===== config.mk =====
export PLATFORM = sky130hd
export DESIGN_NAME = pwm_two_phase_gen
export DESIGN_NICKNAME = d
export VERILOG_FILES = /design/src/rtl/pwm2p_pkg.sv /design/src/rtl/pwm2p_phase_timer.sv /design/src/rtl/pwm2p_cfg_stage.sv /design/src/rtl/pwm2p_sequencer.sv /design/src/rtl/pwm_two_phase_gen.sv
export SDC_FILE = /design/constraint.sdc
export NUM_CORES = 1
export LEC_CHECK = 0
export BUFFER_PORTS_ARGS = -buffer_cell sky130_fd_sc_hd__buf_4
export CORE_ASPECT_RATIO = 0.5
export CORE_MARGIN = 8
export CORE_UTILIZATION = 64
export CTS_BUF_LIST = sky130_fd_sc_hd__clkbuf_2
export DETAILED_ROUTE_END_ITERATION = 8
export PLACE_DENSITY = 0.87
export SKIP_CTS_REPAIR_TIMING = 1
export SLEW_MARGIN = 20
export SYNTH_ARGS = -nofsm -noshare
export SYNTH_HDL_FRONTEND = slang
export SYNTH_SLANG_ARGS = --single-unit

===== constraint.sdc =====
create_clock -name clk -period 7.2 [get_ports clk]
set_input_delay 1.44 -clock clk [delete_from_list [all_inputs] [get_ports clk]]
set_output_delay 1.44 -clock clk [all_outputs]
set_load 0.1 [all_outputs]

===== src/rtl/pwm2p_pkg.sv =====
// Shared types for the two-phase pulse generator.
// Assumes: phase state is one bit, active or idle.
package pwm2p_pkg;

    typedef enum logic {
        PH_IDLE   = 1'b0,
        PH_ACTIVE = 1'b1
    } phase_e;

    // Phase that follows a timer expiry when no stop is pending.
    function automatic phase_e phase_after(phase_e cur, logic zero_duty, logic full_duty);
        if (zero_duty)      return PH_IDLE;
        else if (full_duty) return PH_ACTIVE;
        else                return (cur == PH_ACTIVE) ? PH_IDLE : PH_ACTIVE;
    endfunction

endpackage


===== src/rtl/pwm2p_phase_timer.sv =====
// Down-counting phase timer.
// Loads a phase length and raises expire in the last cycle of that phase.
// Assumes: a length of zero is treated as one cycle; counting only while run is high.
module pwm2p_phase_timer #(
    parameter int W = 16
) (
    input  logic         clk,
    input  logic         rst_n,
    input  logic         load,
    input  logic [W-1:0] len,
    input  logic         run,
    output logic         expire
);
    logic [W-1:0] cnt_q;

    // Holds the remaining cycles of the current phase, minus one.
    always_ff @(posedge clk) begin
        if (!rst_n)                   cnt_q <= '0;
        else if (load)                cnt_q <= (len == '0) ? '0 : len - W'(1);
        else if (run && cnt_q != '0)  cnt_q <= cnt_q - W'(1);
    end

    assign expire = run && (cnt_q == '0);
endmodule


===== src/rtl/pwm2p_cfg_stage.sv =====
// Configuration staging: validates a request against the held settings,
// holds it pending until the generator is halted, then commits it.
// Assumes: apply is only raised while a request is pending and the generator is stopped.
module pwm2p_cfg_stage #(
    parameter int W = 16
) (
    input  logic         clk,
    input  logic         rst_n,
    input  logic         cfg_req,
    input  logic         cfg_wr_period,
    input  logic         cfg_wr_duty,
    input  logic [W-1:0] cfg_period,
    input  logic [W-1:0] cfg_duty,
    input  logic         cfg_pol,
    input  logic         start_req,
    input  logic         stop_req,
    input  logic         running,
    input  logic         apply,
    output logic         accept,
    output logic         pend,
    output logic         restart,
    output logic [W-1:0] period_q,
    output logic [W-1:0] duty_q,
    output logic         pol_q,
    output logic [W-1:0] eff_period,
    output logic [W-1:0] eff_duty
);
    logic [W-1:0] new_period, new_duty;
    logic [W-1:0] stg_period, stg_duty;
    logic         stg_pol;

    // Resolve the settings the request would produce and check them.
    always_comb begin
        new_period = cfg_wr_period ? cfg_period : period_q;
        new_duty   = cfg_wr_duty   ? cfg_duty   : duty_q;
        accept     = cfg_req && !pend && (new_duty <= new_period);
    end

    // Capture an accepted request and its restart decision.
    always_ff @(posedge clk) begin
        if (!rst_n) begin
            pend       <= 1'b0;
            restart    <= 1'b0;
            stg_period <= '0;
            stg_duty   <= '0;
            stg_pol    <= 1'b1;
        end else if (accept) begin
            pend       <= 1'b1;
            restart    <= start_req || (running && !stop_req);
            stg_period <= new_period;
            stg_duty   <= new_duty;
            stg_pol    <= cfg_pol;
        end else if (apply) begin
            pend       <= 1'b0;
        end
    end

    // Commit the staged settings to the live registers.
    always_ff @(posedge clk) begin
        if (!rst_n) begin
            period_q <= '0;
            duty_q   <= '0;
            pol_q    <= 1'b1;
        end else if (apply) begin
            period_q <= stg_period;
            duty_q   <= stg_duty;
            pol_q    <= stg_pol;
        end
    end

    // Settings seen by the sequencer this cycle, including one being committed.
    assign eff_period = apply ? stg_period : period_q;
    assign eff_duty   = apply ? stg_duty   : duty_q;
endmodule


===== src/rtl/pwm2p_sequencer.sv =====
// Phase sequencer: starts the generator, advances the phase on timer expiry,
// and honours a pending stop only when the idle phase is entered.
// Assumes: stop_q is only ever set while running.
module pwm2p_sequencer
    import pwm2p_pkg::*;
#(
    parameter int W = 16
) (
    input  logic         clk,
    input  logic         rst_n,
    input  logic         start_req,
    input  logic         stop_req,
    input  logic         cfg_req,
    input  logic         accept,
    input  logic         pend,
    input  logic         restart,
    input  logic [W-1:0] eff_period,
    input  logic [W-1:0] eff_duty,
    input  logic         expire,
    output logic         apply,
    output logic         load,
    output logic [W-1:0] load_len,
    output logic         run_q,
    output phase_e       act_q,
    output logic         eoc_q,
    output logic         done_q
);
    logic   stop_q;
    logic   run_n, stop_n, eoc_n, done_n;
    phase_e act_n, nxt;
    logic   zero_duty, full_duty, do_start, plain_start;

    assign zero_duty   = (eff_duty == '0);
    assign full_duty   = (eff_duty == eff_period) && !zero_duty;
    assign apply       = pend && !run_q;
    assign plain_start = !run_q && !pend && start_req && !cfg_req;
    assign do_start    = plain_start || (apply && restart);

    // Next phase, stop completion and timer load for this cycle.
    always_comb begin
        run_n    = run_q;
        act_n    = act_q;
        stop_n   = stop_q;
        eoc_n    = 1'b0;
        done_n   = 1'b0;
        load     = 1'b0;
        nxt      = act_q;
        if (do_start) begin
            nxt = zero_duty ? PH_IDLE : PH_ACTIVE;
        end else if (expire) begin
            nxt = phase_after(act_q, zero_duty, full_duty);
            if (full_duty && stop_q) nxt = PH_IDLE;
        end
        if (do_start) run_n = 1'b1;
        if (do_start || expire) begin
            act_n = nxt;
            if (nxt == PH_IDLE) begin
                eoc_n = 1'b1;
                if (stop_q && !do_start) begin
                    done_n = 1'b1;
                    run_n  = 1'b0;
                    stop_n = 1'b0;
                end else begin
                    load = 1'b1;
                end
            end else begin
                load = 1'b1;
            end
        end
        if (do_start) stop_n = 1'b0;
        if (run_q && run_n && ((stop_req && !cfg_req && !pend) || accept))
            stop_n = 1'b1;
        load_len = (nxt == PH_ACTIVE) ? eff_duty : eff_period - eff_duty;
    end

    // Phase, run, stop and pulse registers.
    always_ff @(posedge clk) begin
        if (!rst_n) begin
            run_q  <= 1'b0;
            act_q  <= PH_IDLE;
            stop_q <= 1'b0;
            eoc_q  <= 1'b0;
            done_q <= 1'b0;
        end else begin
            run_q  <= run_n;
            act_q  <= act_n;
            stop_q <= stop_n;
            eoc_q  <= eoc_n;
            done_q <= done_n;
        end
    end
endmodule


===== src/rtl/pwm_two_phase_gen.sv =====
// Two-phase pulse generator top: configuration staging, sequencer and phase timer.
// Assumes: all inputs synchronous to clk; widths set by W.
module pwm_two_phase_gen
    import pwm2p_pkg::*;
#(
    parameter int W = 16
) (
    input  logic         clk,
    input  logic         rst_n,
    input  logic         start_req,
    input  logic         stop_req,
    input  logic         cfg_req,
    input  logic         cfg_wr_period,
    input  logic         cfg_wr_duty,
    input  logic [W-1:0] cfg_period,
    input  logic [W-1:0] cfg_duty,
    input  logic         cfg_pol,
    output logic         pwm_out,
    output logic         cycle_end,
    output logic         stop_done,
    output logic         running
);
    logic         accept, pend, restart, apply, load, expire;
    logic [W-1:0] period_q, duty_q, eff_period, eff_duty, load_len;
    logic         pol_q;
    phase_e       act;

    pwm2p_cfg_stage #(.W(W)) u_cfg (
        .clk(clk), .rst_n(rst_n), .cfg_req(cfg_req),
        .cfg_wr_period(cfg_wr_period), .cfg_wr_duty(cfg_wr_duty),
        .cfg_period(cfg_period), .cfg_duty(cfg_duty), .cfg_pol(cfg_pol),
        .start_req(start_req), .stop_req(stop_req), .running(running),
        .apply(apply), .accept(accept), .pend(pend), .restart(restart),
        .period_q(period_q), .duty_q(duty_q), .pol_q(pol_q),
        .eff_period(eff_period), .eff_duty(eff_duty)
    );

    pwm2p_sequencer #(.W(W)) u_seq (
        .clk(clk), .rst_n(rst_n), .start_req(start_req), .stop_req(stop_req),
        .cfg_req(cfg_req), .accept(accept), .pend(pend), .restart(restart),
        .eff_period(eff_period), .eff_duty(eff_duty), .expire(expire),
        .apply(apply), .load(load), .load_len(load_len), .run_q(running),
        .act_q(act), .eoc_q(cycle_end), .done_q(stop_done)
    );

    pwm2p_phase_timer #(.W(W)) u_tmr (
        .clk(clk), .rst_n(rst_n), .load(load), .len(load_len),
        .run(running), .expire(expire)
    );

    // Active phase drives the polarity level, idle phase its inverse.
    assign pwm_out = (act == PH_ACTIVE) ? pol_q : ~pol_q;
endmodule


==> flow_summary.yaml <==
clock_tree:
  numCtsBuffers: 9
  cts_tree: "yes"
  ctsHtreeMaxLevel: 3
  clk_latency_ps: 630
  clock_path_buffers: 2
  clkTransAtPathRegs_ps: 260
  cts_root_buffer: "clkbuf_2"
  cts_num_sinks: 89
route:
  wl_per_cell_um: 19.7
  drc_errors: 0
  drt-vias-per-instance: 6.45
  drt-total-wl_um: 20500
  drtPass1Iterations: 8
  via_count: 6725
  drtIter0Drc: 753
  drtAntennaViolNets: 0
min_path:
  min_from: "u_cfg.restart$_SDFFE_PN0P_"
  hold_path_depth: 2
  holdPathEnd: "u_cfg.restart$_SDFFE_PN0P_"
  holdCritPathClass: "flop to flop"
floorplanning:
  dieArea_um2: 14700
  die_y_um: 89.8
  die-width_um: 163
  initial_core_util_pct: 64.4
  io_pins: 44
  fp-row-count: 27
  core-area_um2: 10800
status:
  status: "finished, final reports clean"
place:
  dp_slack_ps: 1510
  io_buffers: 43
  post-dp-hpwl_um: 15500
  gp_congestion: 0.928
global_routing:
  grt_pass1_wl_um: 32800
  antenna_found_initial: 0
  gr-total-overflow: 0
  grt_usage_pct: 27.4
  grt_max_degree: 66
  grt_pass1_vias: 6462
setup_path:
  worst_setup_path_start_kind: "flop"
  rr_worst_depth: 19
  crit_type: "flop to flop"
  critPathMaxFanout: 28
  reg2reg_from: "u_seq.run_q$_SDFF_PN0_"
  cp.required_ps: 7730
  endpoint_kind: "flop"
  crit_arrival_ps: 6470
  r2r_end: "u_tmr.cnt_q[11]$_SDFFE_PN0P_"
  r2r_slack_ps: 1260
timing:
  fin_tns_setup_ps: 0
  finalCriticalPeriod_ps: 5940
  timing.final.ws_setup_ps: 1260
  hold_viol: 0
  worst_pin_slew_ps: 1030
  fmax_mhz: 168
  slew_violations: 0
  max_slew_margin_pct: 31.4
  whs_ps: 482
  fin_crit_sh_pct: 82.5
  finalSetupViolCount: 0
  rsz0062_at_grt: "no"
  fin_skew_ps: 44.9
cells_and_area:
  antenna_cells: 0
  layout_common_cells: "nor2_1, nand2_1, dfxtp_1"
  area_growth_pct: 6.31
  fill_cells: 942
  seqCellArea_um2: 1780
  final_nets: 956
  layout-drive-gt1-share_pct: 13.2
  final_common_cell: "nor2_1"
  multi_input_area_um2: 4880
logic_synthesis:
  synth_compound_area_share_pct: 18.1
  synth_edf_count: 0
  synthesis.area_um2: 6960
  yosysWarningCount: 0
  syn-instance-count: 876
  synth.distinct_cells: 81
  synth-simple-area-share_pct: 25.2
  synth-xor-area-share_pct: 6.67
  ys_async_sr_fraction_pct: 0
  syn_area_per_cell_um2: 7.95
  synth_top_family_by_area: "simple AND/OR/NAND/NOR gates"
  syn_nets: 939
  synthFlopType: "dfxtp_1"
  ys_seq_elements: 89
  synth.area.mux_share_pct: 15.1
  synth-seq-area-share_pct: 25.6
  synth_adder_area_share_pct: 5.00
pwr:
  vdd_drop_max_v: 0.0000959
  leakagePower_nw: 3.23
  p_per_area_nw_per_um2: 218
job:
  max-cap-violations: 0
==> logic make-up after synthesis <==
| family | Yosys count |
|---|---|
| simple gates | 352 |
| flops | 89 |
| buf+inv | 66 |
| fa+ha+maj | 29 |
| xor+xnor | 53 |
| mux | 101 |
| compound gates | 186 |
==> layout make-up <==
cell class,instances,share of cell area [%]
Multi-Input combinational cell,721,66.0
Tap cell,145,2.45
Clock buffer,9,0.609
Timing Repair Buffer,48,4.87
Sequential cell,89,24.1
Clock inverter,6,0.811
Inverter,24,1.22
==> critical path: stages (launching register included) <==
cell and delay (ps):
dfxtp_1 590, nand2b_2 520, buf_4 470, nand2_1 130
nand2_1 90, ha_1 250, nand2_1 160, or3_1 450
nor3_1 240, a2111o_1 300, nand3_1 440, o21ai_0 440
ha_1 310, nand4_1 100, nor2_1 300, nand3_1 140
and2_1 230, or3_1 380, o31ai_1 230, nor4_1 80
==> layer usage <==
metal	vias up	share of wire, %	track usage [%]
li1	3175	-	-
met1	3174	47	40.0
met2	350	42	39.6
met3	26	10	5.37
met4	0	1.2	7.44
met5	-	0	0
==> per-stage QoR <==
stage / power, mW / cells / utilization, % / cell area (um2)
CTS: 1.60 / 1042 / 68.5 / 7400
global placement: 1.32 / 1027 / 67.5 / 7300
detailed placement: 1.35 / 1027 / 67.5 / 7300
finish: 1.62 / 1042 / 68.5 / 7400
global route: 1.71 / 1042 / 68.5 / 7400
floorplan: 1.19 / 876 / - / 6960
==> registers in the layout (all words and copies together) (netlist names) <==
signal	cells
u_cfg.pol_q	1
u_tmr.cnt_q	16
u_cfg.restart	1
u_cfg.duty_q	16
u_seq.eoc_q	1
u_seq.run_q	1
u_cfg.period_q	16
u_seq.stop_q	1
u_cfg.stg_period	16
u_seq.done_q	1
u_cfg.pend	1
u_cfg.stg_duty	16
u_cfg.stg_pol	1
u_seq.act_q	1
==> how the worst max path moves through the flow <==
stage	startpoint	endpoint	slack (ps)	depth (start not counted)
global placement	u_seq.run_q$_SDFF_PN0_	u_tmr.cnt_q[11]$_SDFFE_PN0P_	1720	19
CTS	u_seq.run_q$_SDFF_PN0_	u_tmr.cnt_q[11]$_SDFFE_PN0P_	1460	19
floorplan	u_seq.run_q$_SDFF_PN0_	u_tmr.cnt_q[11]$_SDFFE_PN0P_	1370	24
finish	u_seq.run_q$_SDFF_PN0_	u_tmr.cnt_q[11]$_SDFFE_PN0P_	1260	19
global route	u_seq.run_q$_SDFF_PN0_	u_tmr.cnt_q[11]$_SDFFE_PN0P_	910	19
detailed placement	u_seq.run_q$_SDFF_PN0_	u_tmr.cnt_q[11]$_SDFFE_PN0P_	1510	19
==> Yosys cell counts, types with 19 or more instances <==
library cell	number	area [um2]
nor2b_1	20	125
ha_1	23	288
nand2b_1	22	138
nor2_1	95	357
nand2_1	93	349
o21ai_0	39	195
a21oi_1	49	245
nand3_1	19	95.1
mux2_2	30	338
mux2i_1	70	701
inv_1	24	90.1
xnor2_1	38	333
dfxtp_1	89	1780
clkbuf_1	26	97.6
==> where the power goes <==
group          internal (mW)  total [mW]  switching [mW]  leakage (nW)
clock network         0.0531       0.255           0.202        0.0665
registers              0.537       0.589          0.0520         0.723
logic                  0.321       0.772           0.452          2.44
No activity file was read; power rests on OpenSTA's default activity.
